--- config.mk ---
export PLATFORM = sky130hd
export DESIGN_NAME = ser_input_reader
export DESIGN_NICKNAME = d
export VERILOG_FILES = /design/src/rtl/ser_pkg.sv /design/src/rtl/ser_edge_det.sv /design/src/rtl/ser_frame_build.sv /design/src/rtl/ser_shift_chain.sv /design/src/rtl/ser_input_reader.sv
export SDC_FILE = /design/constraint.sdc
export NUM_CORES = 1
export LEC_CHECK = 0
export BUFFER_PORTS_ARGS = -buffer_cell sky130_fd_sc_hd__buf_2
export CORE_MARGIN = 5
export CORE_UTILIZATION = 55
export CTS_CLUSTER_DIAMETER = 150
export DETAILED_ROUTE_END_ITERATION = 10
export PLACE_DENSITY_LB_ADDON = 0.25
export SYNTH_ARGS = -nofsm -noshare
export SYNTH_HDL_FRONTEND = slang
export SYNTH_HIERARCHICAL = 1
export SYNTH_SLANG_ARGS = --single-unit
export TNS_END_PERCENT = 100
--- constraint.sdc ---
create_clock -name clk -period 1.65 [get_ports clk]
set_input_delay 0 -clock clk [delete_from_list [all_inputs] [get_ports clk]]
set_output_delay 0 -clock clk [all_outputs]
set_load 0.02 [all_outputs]
--- src/rtl/ser_pkg.sv ---
package ser_pkg;
  localparam int DATA_W    = 8;
  localparam int CRC_W     = 5;
  localparam int STAT_W    = CRC_W + 3;
  localparam int FRAME_MAX = DATA_W + STAT_W;
  localparam logic [CRC_W-1:0] CRC_POLY = 5'h15;

  typedef struct packed {
    logic [CRC_W-1:0] code;
    logic             supply_ok;
    logic             overtemp;
    logic             margin_ok;
  } status_t;

  // MSB-first bitwise CRC, zero start value
  function automatic logic [CRC_W-1:0] crc_calc(input logic [DATA_W-1:0] d);
    logic [CRC_W-1:0] c;
    logic             fb;
    c = '0;
    for (int i = DATA_W - 1; i >= 0; i--) begin
      fb = c[CRC_W-1] ^ d[i];
      c  = {c[CRC_W-2:0], 1'b0};
      if (fb) c = c ^ CRC_POLY;
    end
    return c;
  endfunction
endpackage

--- src/rtl/ser_edge_det.sv ---
module ser_edge_det #(
  parameter logic IDLE = 1'b0
) (
  input  logic clk,
  input  logic rst_n,
  input  logic sig_i,
  output logic rise_o,
  output logic fall_o
);
  logic prev_q;

  always_ff @(posedge clk) begin
    if (!rst_n) prev_q <= IDLE;
    else        prev_q <= sig_i;
  end

  assign rise_o = sig_i & ~prev_q;
  assign fall_o = ~sig_i & prev_q;
endmodule

--- src/rtl/ser_frame_build.sv ---
module ser_frame_build
  import ser_pkg::*;
(
  input  logic [DATA_W-1:0]    din_i,
  input  logic                 supply_ok_i,
  input  logic                 overtemp_i,
  input  logic                 margin_ok_i,
  output logic [FRAME_MAX-1:0] frame_o
);
  status_t stat;

  always_comb begin
    stat.code      = crc_calc(din_i);
    stat.supply_ok = supply_ok_i;
    stat.overtemp  = overtemp_i;
    stat.margin_ok = margin_ok_i;
    frame_o        = {din_i, stat};
  end
endmodule

--- src/rtl/ser_shift_chain.sv ---
module ser_shift_chain
  import ser_pkg::*;
(
  input  logic                 clk,
  input  logic                 rst_n,
  input  logic                 load_i,
  input  logic                 shift_i,
  input  logic                 long_i,
  input  logic [FRAME_MAX-1:0] frame_i,
  input  logic                 sdi_i,
  output logic                 msb_o
);
  localparam int SHORT_IN = FRAME_MAX - DATA_W;

  logic [FRAME_MAX-1:0] sr_q, shifted;
  logic                 long_q;

  always_comb begin
    shifted = {sr_q[FRAME_MAX-2:0], 1'b0};
    if (long_q) shifted[0]        = sdi_i;
    else        shifted[SHORT_IN] = sdi_i;
  end

  always_ff @(posedge clk) begin
    if (!rst_n) begin
      sr_q   <= '0;
      long_q <= 1'b1;
    end else if (load_i) begin
      sr_q   <= frame_i;
      long_q <= long_i;
    end else if (shift_i) begin
      sr_q <= shifted;
    end
  end

  assign msb_o = sr_q[FRAME_MAX-1];

  p_load_r2: assert property (@(posedge clk) disable iff (!rst_n)
    load_i |=> sr_q == $past(frame_i));
  p_shift_r7: assert property (@(posedge clk) disable iff (!rst_n)
    (shift_i && !load_i) |=>
      sr_q[FRAME_MAX-1:SHORT_IN+1] == $past(sr_q[FRAME_MAX-2:SHORT_IN]));
  p_fwd_long_r6: assert property (@(posedge clk) disable iff (!rst_n)
    (shift_i && !load_i && long_q) |=> sr_q[0] == $past(sdi_i));
  p_fwd_short_r6: assert property (@(posedge clk) disable iff (!rst_n)
    (shift_i && !load_i && !long_q) |=> sr_q[SHORT_IN] == $past(sdi_i));
  p_hold_r7: assert property (@(posedge clk) disable iff (!rst_n)
    (!shift_i && !load_i) |=> $stable(sr_q));
endmodule

--- src/rtl/ser_input_reader.sv ---
module ser_input_reader
  import ser_pkg::*;
(
  input  logic              clk,
  input  logic              rst_n,
  input  logic              cs_n,
  input  logic              sclk,
  input  logic              sdi,
  output logic              sdo,
  input  logic              long_mode,
  input  logic [DATA_W-1:0] din,
  input  logic              supply_ok,
  input  logic              overtemp,
  input  logic              margin_ok,
  output logic              fault
);
  logic                 sclk_rise, sclk_fall_unused;
  logic                 cs_rise_unused, cs_fall;
  logic                 shift_req;
  logic [FRAME_MAX-1:0] frame;
  logic                 msb;
  logic                 fault_q;

  ser_edge_det #(.IDLE(1'b0)) u_sclk_edge (
    .clk(clk), .rst_n(rst_n), .sig_i(sclk),
    .rise_o(sclk_rise), .fall_o(sclk_fall_unused));

  ser_edge_det #(.IDLE(1'b1)) u_cs_edge (
    .clk(clk), .rst_n(rst_n), .sig_i(cs_n),
    .rise_o(cs_rise_unused), .fall_o(cs_fall));

  ser_frame_build u_frame (
    .din_i(din), .supply_ok_i(supply_ok), .overtemp_i(overtemp),
    .margin_ok_i(margin_ok), .frame_o(frame));

  assign shift_req = sclk_rise & ~cs_n;

  ser_shift_chain u_chain (
    .clk(clk), .rst_n(rst_n), .load_i(cs_fall), .shift_i(shift_req),
    .long_i(long_mode), .frame_i(frame), .sdi_i(sdi), .msb_o(msb));

  always_ff @(posedge clk) begin
    if (!rst_n) fault_q <= 1'b0;
    else        fault_q <= overtemp | ~supply_ok;
  end

  assign fault = fault_q;
  assign sdo   = msb & ~cs_n;

  p_ot_fault_r8: assert property (@(posedge clk) disable iff (!rst_n)
    overtemp |=> fault);
  p_uv_fault_r8: assert property (@(posedge clk) disable iff (!rst_n)
    !supply_ok |=> fault);
  p_collide_r9: assert property (@(posedge clk) disable iff (!rst_n)
    (cs_fall && sclk_rise) |=> (cs_n || sdo == $past(din[DATA_W-1])));
endmodule

# After elaboration in Yosys (flattened, before gate mapping)
# Index checks and enable logic that the tools add are counted.
[classes] muxes=12 bitwise=22 n_reduce_logical=1
[ops] cell="5-bit 2-to-1 mux" count=8
[ops] cell="16-bit 2-to-1 mux" count=2
[ops] cell="3-bit NOT" count=7
[ops] cell="1-bit bitwise XOR" count=7
[ops] cell="1-bit AND" count=4
[ops] cell="1-bit NOT" count=3
[ops] cell="1-bit 2-to-1 mux" count=2
[ops] cell="2-bit nonzero test" count=1
[ops] cell="1-bit bitwise OR" count=1
[totals] regBits=20 in_bits=17 elab_cells=40

# Depth between registers and ports, before layout
# Gate-level depths: netlist of the first run.
[logic_depth] depth_word=16 depth_mapped=6 ltp_nobuf=4

# Modules after synthesis
# Netlist of the first run, hierarchy kept.
[modules_own_cells] module="ser_shift_chain" n_inst=1 cells_per_inst=77 area_per_inst_um2=907.1 seq_area_each_um2=340.3
[modules_own_cells] module="ser_frame_build" n_inst=1 cells_per_inst=22 area_per_inst_um2=241.5 seq_area_each_um2=0.0
[modules_own_cells] module="ser_edge_det" n_inst=2 cells_per_inst=4 area_per_inst_um2=38.8 seq_area_each_um2=20.0
[modules_own_cells] module="ser_input_reader" n_inst=1 cells_per_inst=5 area_per_inst_um2=43.8 seq_area_each_um2=20.0

# Worst setup path before layout of the first run
# Ideal clock, no wire load.
[synth_timing] path_kind="flip-flop to flip-flop" start="reg u_sclk_edge.prev_q" end="reg u_chain.sr_q[10]" setup_time_ns=0.116 arrival_time_ns=1.274 t_required_ns=1.534 slack_ns=0.260 stages_incl_launch_ff=7 n_path_buf=2 period_less_slack_ns=1.390 cell_sequence="dfxtp_1 nor2b_1 nor2b_1 buf_6 buf_12 mux2_4 o211a_1"
[synth_between] elab_chain_len=4
[synth_lines] element="start: declaration" line="ser_edge_det.sv:10" rtl="logic prev_q;"
[synth_lines] element="start signal: assignment" line="ser_edge_det.sv:14" rtl="else prev_q <= sig_i;"
[synth_lines] element="1-bit NOT" line="ser_edge_det.sv:17" rtl="assign rise_o = sig_i & ~prev_q;"
[synth_lines] element="1-bit AND" line="ser_edge_det.sv:17"
[synth_lines] element="net sclk_rise" line="ser_input_reader.sv:17" rtl="logic sclk_rise, sclk_fall_unused;"
[synth_lines] element="1-bit AND" line="ser_input_reader.sv:36" rtl="assign shift_req = sclk_rise & ~cs_n;"
[synth_lines] element="net shift_req" line="ser_input_reader.sv:19" rtl="logic shift_req;"
[synth_lines] element="2-bit nonzero test (no line)"
[synth_lines] element="end signal: assignment" line="ser_shift_chain.sv:29" rtl="sr_q <= frame_i;"
[synth_lines] element="end signal: assignment" line="ser_shift_chain.sv:32" rtl="sr_q <= shifted;"
[synth_lines] element="end: declaration" line="ser_shift_chain.sv:15" rtl="logic [FRAME_MAX-1:0] sr_q, shifted;"
# The timed path passes the listed nets, and every way through them passes these cells.
# A chain may end at the register's enable or synchronous reset.

# Final worst setup path of the first run
[layout_timing] start="in sclk" end="reg u_chain.sr_q[6]"
[layout_between] elab_chain_len=3
[layout_lines] element="start: declaration" line="ser_input_reader.sv:7" rtl="input logic sclk,"
[layout_lines] element="1-bit AND" line="ser_edge_det.sv:17"
[layout_lines] element="net sclk_rise" line="ser_input_reader.sv:17"
[layout_lines] element="1-bit AND" line="ser_input_reader.sv:36"
[layout_lines] element="net shift_req" line="ser_input_reader.sv:19"
[layout_lines] element="2-bit nonzero test (no line)"
# The timed path passes the listed nets, and every way through them passes these cells.

==> results of run 1 <==
final cells by class:
class / instances / area share
clock buffers: 3 / 0.0162
repair buffers: 26 / 0.126
well taps: 28 / 0.0253
inverters: 1 / 0.00271
clock inverters: 1 / 0.0217
multi-input cells: 71 / 0.519
flip-flops and latches: 20 / 0.289
power groups by stage:
stage          Combinational (mW)  Sequential (mW)  Clock [mW]
2_1_floorplan               0.233            0.550           0
3_3_place_gp                0.267            0.553           0
3_5_place_dp                0.272            0.555           0
4_1_cts                     0.284            0.543       0.413
5_1_grt                     0.308            0.547       0.435
6_report                    0.281            0.543       0.397
stage by stage:
stage               hold slack, ps  std cells  total power, mW
detailed placement             204        141            0.826
CTS                           5.21        150             1.24
global placement               192        141            0.820
finish                        1.63        150             1.22
global route                  4.64        150             1.29
floorplan                     73.0        110            0.783
worst paths after layout:
path | startpoint | endpoint | slack (ps)
setup / recovery | sclk | u_chain/sr_q[6]$_SDFFE_PN0P_ | 160
hold / removal | din[0] | u_chain/sr_q[8]$_SDFFE_PN0P_ | 2
setup reg to reg | u_sclk_edge/prev_q$_SDFF_PN0_ | u_chain/sr_q[6]$_SDFFE_PN0P_ | 200
hold reg to reg | u_chain/long_q$_SDFFE_PN1P_ | u_chain/long_q$_SDFFE_PN1P_ | 530
placed cells by master, fill, tap and decap left out, drive strengths merged:
cell,count
nand3b,1
and2b,1
clkbuf,3
bufinv,1
nand2,1
and3,1
xnor3,4
dlygate4sd3,5
mux2i,2
nor2b,4
mux2,14
buf,21
o211ai,1
or2b,5
and2,1
dfxtp,20
nand4bb,1
inv,1
nand3,1
o311a,1
nand2b,11
o211a,14
xor2,3
a21boi,1
xnor2,4
registers in the layout, indices dropped and copies added, names as in the netlist:
name	cells
u_chain/sr_q	16
fault	1
u_chain/long_q	1
u_cs_edge/prev_q	1
u_sclk_edge/prev_q	1
metal layers:
metal | track usage | wire (microns)
met1 | 0.165 | 967
met4 | 0.0497 | 27
met5 | 0 | 0
met2 | 0.219 | 944
met3 | 0.0267 | 60
tightest hold or removal path: stages:
cell,delay [ps]
buf_2,110
nand3_1,80
o211ai_1,80
==> impl_metrics.json, run 1 <==
{
  "outcome": "finished, final reports clean",
  "grt_overflow": 0,
  "placed_cell_area_sq_mm": 0.00128,
  "h-tree-depth": 1,
  "critPathBufInv": 3,
  "hold_class": "in -> reg",
  "startpoint_type": "input port",
  "pwr-share-clk": 0.325,
  "final_util": 0.633,
  "antenna_found_initial": 0,
  "grt_pass1_wl_microns": 3450,
  "dpl_worst_slack_ps": 229,
  "endpoint_kind": "register",
  "ir_worst_vdd_mv": 0.714,
  "final_cell_area_sq_mm": 0.00139,
  "hold_viol_final": 0,
  "setup_tns_ps": 0,
  "die_y_microns": 57.8,
  "grt_max_degree": 35,
  "tightest_slew_ps": 377,
  "path_max_fanout": 13,
  "reg2regPathDepth": 5,
  "dr.pass1.iters": 4,
  "multi_input_area_sq_um": 719,
  "wirelength_microns": 2000,
  "post-dp-hpwl_microns": 1430,
  "p_switching_mw": 0.274,
  "power.internal_mw": 0.946,
  "drive_above_1_share": 0.352,
  "grt_usage": 0.131,
  "skew_ps": 11.2,
  "clk_latency_ps": 300,
  "sw_frac_of_total": 0.225,
  "fin_ws_ps": 161,
  "slew_violations": 0,
  "vias_per_cell": 5.15,
  "drc_errors": 0,
  "io_pins": 19,
  "synth_nets": 127,
  "yosys_warnings": 6,
  "cts_setup_buffers": 0,
  "critPathArrivalTime_ps": 1690,
  "rsz0062_at_grt": "false",
  "crit_type": "in -> reg",
  "ctsResizeCount": 0,
  "required_ps": 1850,
  "antenna_cells": 0,
  "clockRootBuffer": "clkbuf_4",
  "coreArea_sq_mm": 0.00219,
  "avgSynthCellArea_sq_um": 11.4,
  "drt_iter0_drc": 5,
  "wl_per_cell_microns": 13.3,
  "fmax_mhz": 672,
  "die_w_microns": 57.8,
  "seqPwrFrac": 0.445,
  "period_needed_ps": 1490,
  "port_buffers": 18,
  "crit_family": "buffers and inverters",
  "crit_cells": 7,
  "maxCapViolations": 0,
  "num-fill-cells": 184,
  "p_leak_nw": 0.745,
  "cts_tree": "built",
  "whs_path_depth": 3,
  "clk_pin_slew_ps": 120,
  "vias": 773,
  "dieArea_sq_mm": 0.00334,
  "cts_hold_buf": 5,
  "postRouteAntennaNets": 0,
  "combPwrFrac": 0.230,
  "syn_inst": 110,
  "area_delta_synth_final_pct": 10.2,
  "initial_core_util": 0.574,
  "ff_latch_area_sq_um": 400,
  "cpMostUsedCell": "nor2b_1",
  "max_slew_margin": 0.748,
  "slowest_delay_ps": 530,
  "power_density_mw_per_mm2": 880,
  "rows": 17,
  "grt_pass1_vias": 803,
  "cts_buffers": 3,
  "synth_area_sq_mm": 0.00126,
  "clk_path_buf_depth": 2,
  "finalSetupViolations": 0,
  "fin_nets": 140,
  "clkSinkCount": 20,
  "worstPathCellList": "dlygate4sd3_1, buf_2, nor2b_1, nor2b_1, buf_4, mux2_4, o211a_1",
  "gp_congestion": 0.742,
  "cpMaxStageDelayCell": "dlygate4sd3_1",
  "fin_crit_sh": 0.903
}
(Power assumes the default switching activity.)
==> run 2: changes to the inputs <==
- BUFFER_PORTS_ARGS: -buffer_cell sky130_fd_sc_hd__buf_2 -> not set
- CORE_UTILIZATION: 55 -> 60
- DONT_BUFFER_PORTS: not set -> 1
==> run 2 against run 1 <==
  * Via count grew 4.3%
  * Combinational power is essentially flat
  * Clock skew shrank 2.8 ps
  * Count of clock-buffer cells in the layout is the same
  * Sequential power grew 0.7%
  * Utilization grew 8.2 points
  * Critical path depth shrank 2
  * Power shrank 0.16%
  * Die area shrank 6.9%
  * Largest power group unchanged
  * Final area grew 2.3%
==> impl_metrics.json, run 2 (synthesized netlist as in run 1, its figures left out) <==
{
  "vias_per_cell": 5.64,
  "p_switching_mw": 0.267,
  "largest_reg_flops": 16,
  "worstPathCellList": "nor2b_1, nor2b_1, buf_4, mux2_2, o211a_1",
  "maxCapViolations": 0,
  "r2r_start": "u_sclk_edge/prev_q$_SDFF_PN0_",
  "gp_congestion": 0.672,
  "grt_pass1_wl_microns": 3890,
  "tightest_slew_ps": 774,
  "antenna_cells": 0,
  "numPlacedInstances": 122,
  "die_y_microns": 55.8,
  "initial_core_util": 0.634,
  "outcome": "finished, final reports clean",
  "h-tree-depth": 1,
  "antenna_found_initial": 0,
  "drc_errors": 0,
  "required_ps": 1850,
  "holdWs_ps": 25.2,
  "port_buffers": 0,
  "stdcell_count": 143,
  "cpMaxStageDelayCell": "mux2_2",
  "io_pins": 19,
  "combPwrFrac": 0.229,
  "hold_viol_final": 0,
  "rsz0062_at_grt": "false",
  "p_leak_nw": 0.731,
  "clk_latency_ps": 300,
  "rows": 16,
  "post-dp-hpwl_microns": 1480,
  "area_delta_synth_final_pct": 12.7,
  "cts_buffers": 3,
  "setup_tns_ps": 0,
  "grt_overflow": 0,
  "finalSetupViolations": 0,
  "drive_above_1_share": 0.216,
  "dpl_worst_slack_ps": 212,
  "dieArea_sq_mm": 0.00311,
  "clockRootBuffer": "clkbuf_4",
  "pwr-share-clk": 0.323,
  "skew_ps": 8.36,
  "clk_pin_slew_ps": 110,
  "sw_frac_of_total": 0.219,
  "die_w_microns": 55.8,
  "grt_max_degree": 35,
  "crit_type": "reg -> reg",
  "multi_input_area_sq_um": 719,
  "grt_usage": 0.161,
  "ff_latch_area_sq_um": 400,
  "seqPwrFrac": 0.449,
  "wl_per_cell_microns": 16.3,
  "power_density_mw_per_mm2": 860,
  "period_needed_ps": 1470,
  "endpoint_kind": "register",
  "critPathArrivalTime_ps": 1670,
  "clk_path_buf_depth": 2,
  "grt_pass1_vias": 833,
  "worstSetupStartpoint": "u_sclk_edge/prev_q$_SDFF_PN0_",
  "slew_violations": 0,
  "dr.pass1.iters": 4,
  "fin_crit_sh": 0.892,
  "postRouteAntennaNets": 0,
  "min_from": "sdi",
  "slowest_delay_ps": 350,
  "fin_nets": 134,
  "cts_setup_buffers": 0,
  "startpoint_type": "register",
  "vias": 806,
  "fmax_mhz": 679,
  "fin_ws_ps": 178,
  "max_flop_register": "u_chain/sr_q",
  "cpMostUsedCell": "nor2b_1",
  "hold_class": "in -> reg",
  "path_max_fanout": 7,
  "num-fill-cells": 144,
  "clkSinkCount": 20,
  "mostFrequentLayoutCells": "20 x dfxtp_1, 16 x dlygate4sd3_1, 14 x o211a_1, 11 x nand2b_1, 9 x mux2_4",
  "max_slew_margin": 0.484,
  "final_common_cell": "dfxtp_1",
  "coreArea_sq_mm": 0.00198,
  "wirelength_microns": 2320,
  "power.internal_mw": 0.951,
  "drt_iter0_drc": 8,
  "ir_worst_vdd_mv": 0.922,
  "cts_tree": "built"
}
==> run 2: final cells by class <==
cell class	instances	area share
multi-input combinational	71	0.508
sequential	20	0.282
timing repair buffer	20	0.147
tap	27	0.0238
clock inverter	1	0.0212
clock buffer	3	0.0159
inverter	1	0.00265
==> run 2: stage by stage <==
stage	instance area, sq um	power (mW)	util
5_1_grt	1420	1.28	0.715
2_1_floorplan	1260	0.783	-
4_1_cts	1420	1.23	0.714
6_report	1420	1.22	0.715
3_3_place_gp	1190	0.783	0.602
3_5_place_dp	1190	0.794	0.602
==> run 2: layer usage <==
layer / track usage / up-vias / part of all wire
met1: 0.193 / 399 / 0.42
li1: - / 384 / -
met5: 0 / - / 0
met3: 0.0557 / 6 / 0.048
met4: 0.0556 / 0 / 0.020
met2: 0.267 / 17 / 0.52
==> run 2: critical path, delay by kind of cell (launching register included) <==
kind,cells,cell delay (ps)
AOI/OAI and AO/OA,1,220
DFF,1,320
and+or+nand+nor,2,280
buffers and inverters,1,200
muxes,1,350
==> run 2: worst paths after layout <==
check                                                endpoint  cells after the start  slack, ps
worst min-delay path             u_chain/sr_q[0]$_SDFFE_PN0P_                      2         30
worst min register to register    u_chain/long_q$_SDFFE_PN1P_                      2        540
worst max-delay path            u_chain/sr_q[11]$_SDFFE_PN0P_                      5        180
worst max register to register  u_chain/sr_q[11]$_SDFFE_PN0P_                      5        180
==> run 2: power by group through the flow <==
stage	Combinational, mW	Sequential [mW]	Clock [mW]
after CTS	0.278	0.547	0.404
after floorplan	0.233	0.550	0
after global placement	0.228	0.555	0
final	0.279	0.547	0.393
after global routing	0.304	0.551	0.424
after detailed placement	0.236	0.558	0
==> run 2: repair_timing <==
action                                  CTS  global route
hold buffers                             17             0
hold endpoints to repair                 20             0
gates resized for setup                   0             1
endpoints found under the setup margin    0             1
==> run 3: changes to the inputs <==
- SKIP_CTS_REPAIR_TIMING: not set -> 1
- SYNTH_HIERARCHICAL: 1 -> not set
==> run 3 against run 2 <==
  * The flow now finishes with violations (hold timing)
  * Fmax is 5.9% higher
  * Combinational power is 18% lower
  * Register-to-register slack better by 80 ps
  * Area after synthesis is 18% lower
  * Hold slack worse by 34 ps
  * Final area is 15% lower
  * Critical endpoint is now u_chain.sr_q[5]$_SDFFE_PN0P_
  * Sequential cell count stayed put
  * Die area is 15% lower
  * Critical path depth is 1 lower
  * Synthesized cell count is 4.5% higher
  * Setup slack better by 82 ps
  * Global-route usage is 2.1 points higher
==> impl_metrics.json, run 3 <==
{
  "worstSetupStartpoint": "u_cs_edge.prev_q$_SDFF_PN1_",
  "max_slew_margin": 0.618,
  "power_density_mw_per_mm2": 977,
  "antenna_found_initial": 0,
  "grt_max_degree": 17,
  "r2r_start": "u_cs_edge.prev_q$_SDFF_PN1_",
  "dr.pass1.iters": 6,
  "reg2reg_slack_ps": 260,
  "crit_path_end": "u_chain.sr_q[5]$_SDFFE_PN0P_",
  "die_w_microns": 51.5,
  "tightest_slew_ps": 569,
  "fmax_mhz": 719,
  "clk_path_buf_depth": 2,
  "clkSinkCount": 20,
  "vias": 887,
  "max_flop_register": "u_chain.sr_q",
  "drc_errors": 0,
  "cpMaxStageDelayCell": "dfxtp_1",
  "wl_per_cell_microns": 16.2,
  "largest_reg_flops": 16,
  "vias_per_cell": 6.20,
  "antenna_cells": 0,
  "area_delta_synth_final_pct": 16.8,
  "violations": "hold timing",
  "synth-seq-cells": 20,
  "skew_ps": 3.06,
  "yosysUniqueCellTypes": 33,
  "clk_pin_slew_ps": 120,
  "ir_worst_vdd_mv": 0.540,
  "endpoint_kind": "register",
  "avgSynthCellArea_sq_um": 8.98,
  "required_ps": 1870,
  "synth_seq_area_share": 0.388,
  "fin_crit_sh": 0.843,
  "synth_edf_count": 0,
  "port_buffers": 0,
  "maxCapViolations": 0,
  "total_power_mw": 1.18,
  "syn_inst": 115,
  "ys_async_sr_fraction": 0,
  "coreArea_sq_mm": 0.00169,
  "synthTopCellsByArea": "dfxtp_1 39%, xnor2_1 8.5%, nor2_1 5.1%, a2bb2oi_1 5.1%, xnor2_2 4.7%",
  "synthFlopType": "dfxtp_1",
  "final_common_cell": "dfxtp_1",
  "grt_pass1_wl_microns": 3620,
  "drive_above_1_share": 0.0794,
  "cts_tree": "built",
  "die_y_microns": 51.5,
  "startpoint_type": "register",
  "grt_overflow": 0,
  "synth_commonest_cells": "20 x dfxtp_1, 14 x nor2_1, 10 x xnor2_1",
  "initial_core_util": 0.611,
  "rows": 15,
  "period_needed_ps": 1390,
  "synth_nets": 132,
  "cts_buffers": 3,
  "synth_most_common_cell": "dfxtp_1",
  "clockRootBuffer": "clkbuf_4",
  "postRouteAntennaNets": 0,
  "wirelength_microns": 2320,
  "finalSetupViolations": 0,
  "fin_nets": 144,
  "slowest_delay_ps": 510,
  "p_leak_nw": 0.466,
  "slew_violations": 0,
  "drt_iter0_drc": 17,
  "clk_latency_ps": 300,
  "critPathArrivalTime_ps": 1610,
  "synth_largest_area_cell": "dfxtp_1",
  "worstPathCellList": "inv_4, nor2_1, nand2_1, o221ai_1",
  "grt_pass1_vias": 872,
  "gp_congestion": 0.895,
  "crit_type": "reg -> reg",
  "post-dp-hpwl_microns": 1620,
  "grt_usage": 0.182,
  "rsz0062_at_grt": "false",
  "timing.rr.end": "u_chain.sr_q[5]$_SDFFE_PN0P_",
  "yosys_warnings": 0,
  "mostFrequentLayoutCells": "20 x dfxtp_1, 14 x nor2_1, 13 x dlygate4sd3_1, 10 x xnor2_1",
  "dieArea_sq_mm": 0.00265,
  "synth.top_cell.area_share": 0.388,
  "setup_tns_ps": 0,
  "path_max_fanout": 10,
  "hold_viol_final": 4,
  "hold_class": "in -> reg",
  "h-tree-depth": 1,
  "io_pins": 19,
  "synth_area_sq_mm": 0.00103,
  "reg2regPathDepth": 4,
  "holdWs_ps": -9.09,
  "outcome": "finished, violations left"
}
## run 3: layout make-up
class	count	area, sq um
clock inverters	1	30.0
repair buffers	13	130
multi-input cells	86	588
fillers	124	483
clock buffers	3	22.5
flip-flops and latches	20	400
inverters	3	13.8
well taps	17	21.3
## run 3: cells by family (layout without fill, tap and decap cells)
family	count (synthesis)	count (layout)	share of synthesized area
and+or+nand+nor	38	38	0.184
AOI/OAI and AO/OA	31	31	0.217
DFF	20	20	0.388
xor gates and xnor gates	15	15	0.149
buffers and inverters	9	20	0.0424
muxes	2	2	0.0194
## run 3: how the worst min path moves through the flow
stage,start,slack (ps),cells after the start,end
2_1_floorplan,supply_ok,90,1,fault$_SDFF_PN0_
3_3_place_gp,rst_n,80,1,u_chain.long_q$_SDFFE_PN1P_
3_5_place_dp,rst_n,80,1,u_chain.long_q$_SDFFE_PN1P_
4_1_cts,rst_n,-240,1,u_chain.long_q$_SDFFE_PN1P_
5_1_grt,din[6],10,3,u_chain.sr_q[6]$_SDFFE_PN0P_
6_report,rst_n,-9,2,u_chain.sr_q[10]$_SDFFE_PN0P_
## run 3: where the power goes
group	internal, mW	switching (mW)	leakage [nW]
clock network	0.245	0.157	0.0279
registers	0.522	0.0264	0.165
logic	0.122	0.105	0.272
## run 3: routing by layer
layer | routed length (microns) | track usage | up-vias
met1 | 960 | 0.204 | 424
met4 | 21 | 0.0786 | 0
met5 | 0 | 0 | -
met3 | 117 | 0.0379 | 2
li1 | - | - | 433
met2 | 1220 | 0.328 | 28
## run 3: metrics by stage
step	setup slack, ps	instances	utilization	cell area, sq um
5_1_grt	147	143	0.714	1210
4_1_cts	290	130	0.637	1080
2_1_floorplan	440	115	-	1030
6_report	260	143	0.714	1210
3_5_place_dp	317	126	0.606	1020
3_3_place_gp	353	126	0.606	1020
## run 3: worst max-delay path, delay by kind of cell, from the launching register on
family	cells	cell delay, ps
AOI/OAI and AO/OA	1	230
buffers and inverters	1	100
DFF	1	510
and+or+nand+nor	2	460
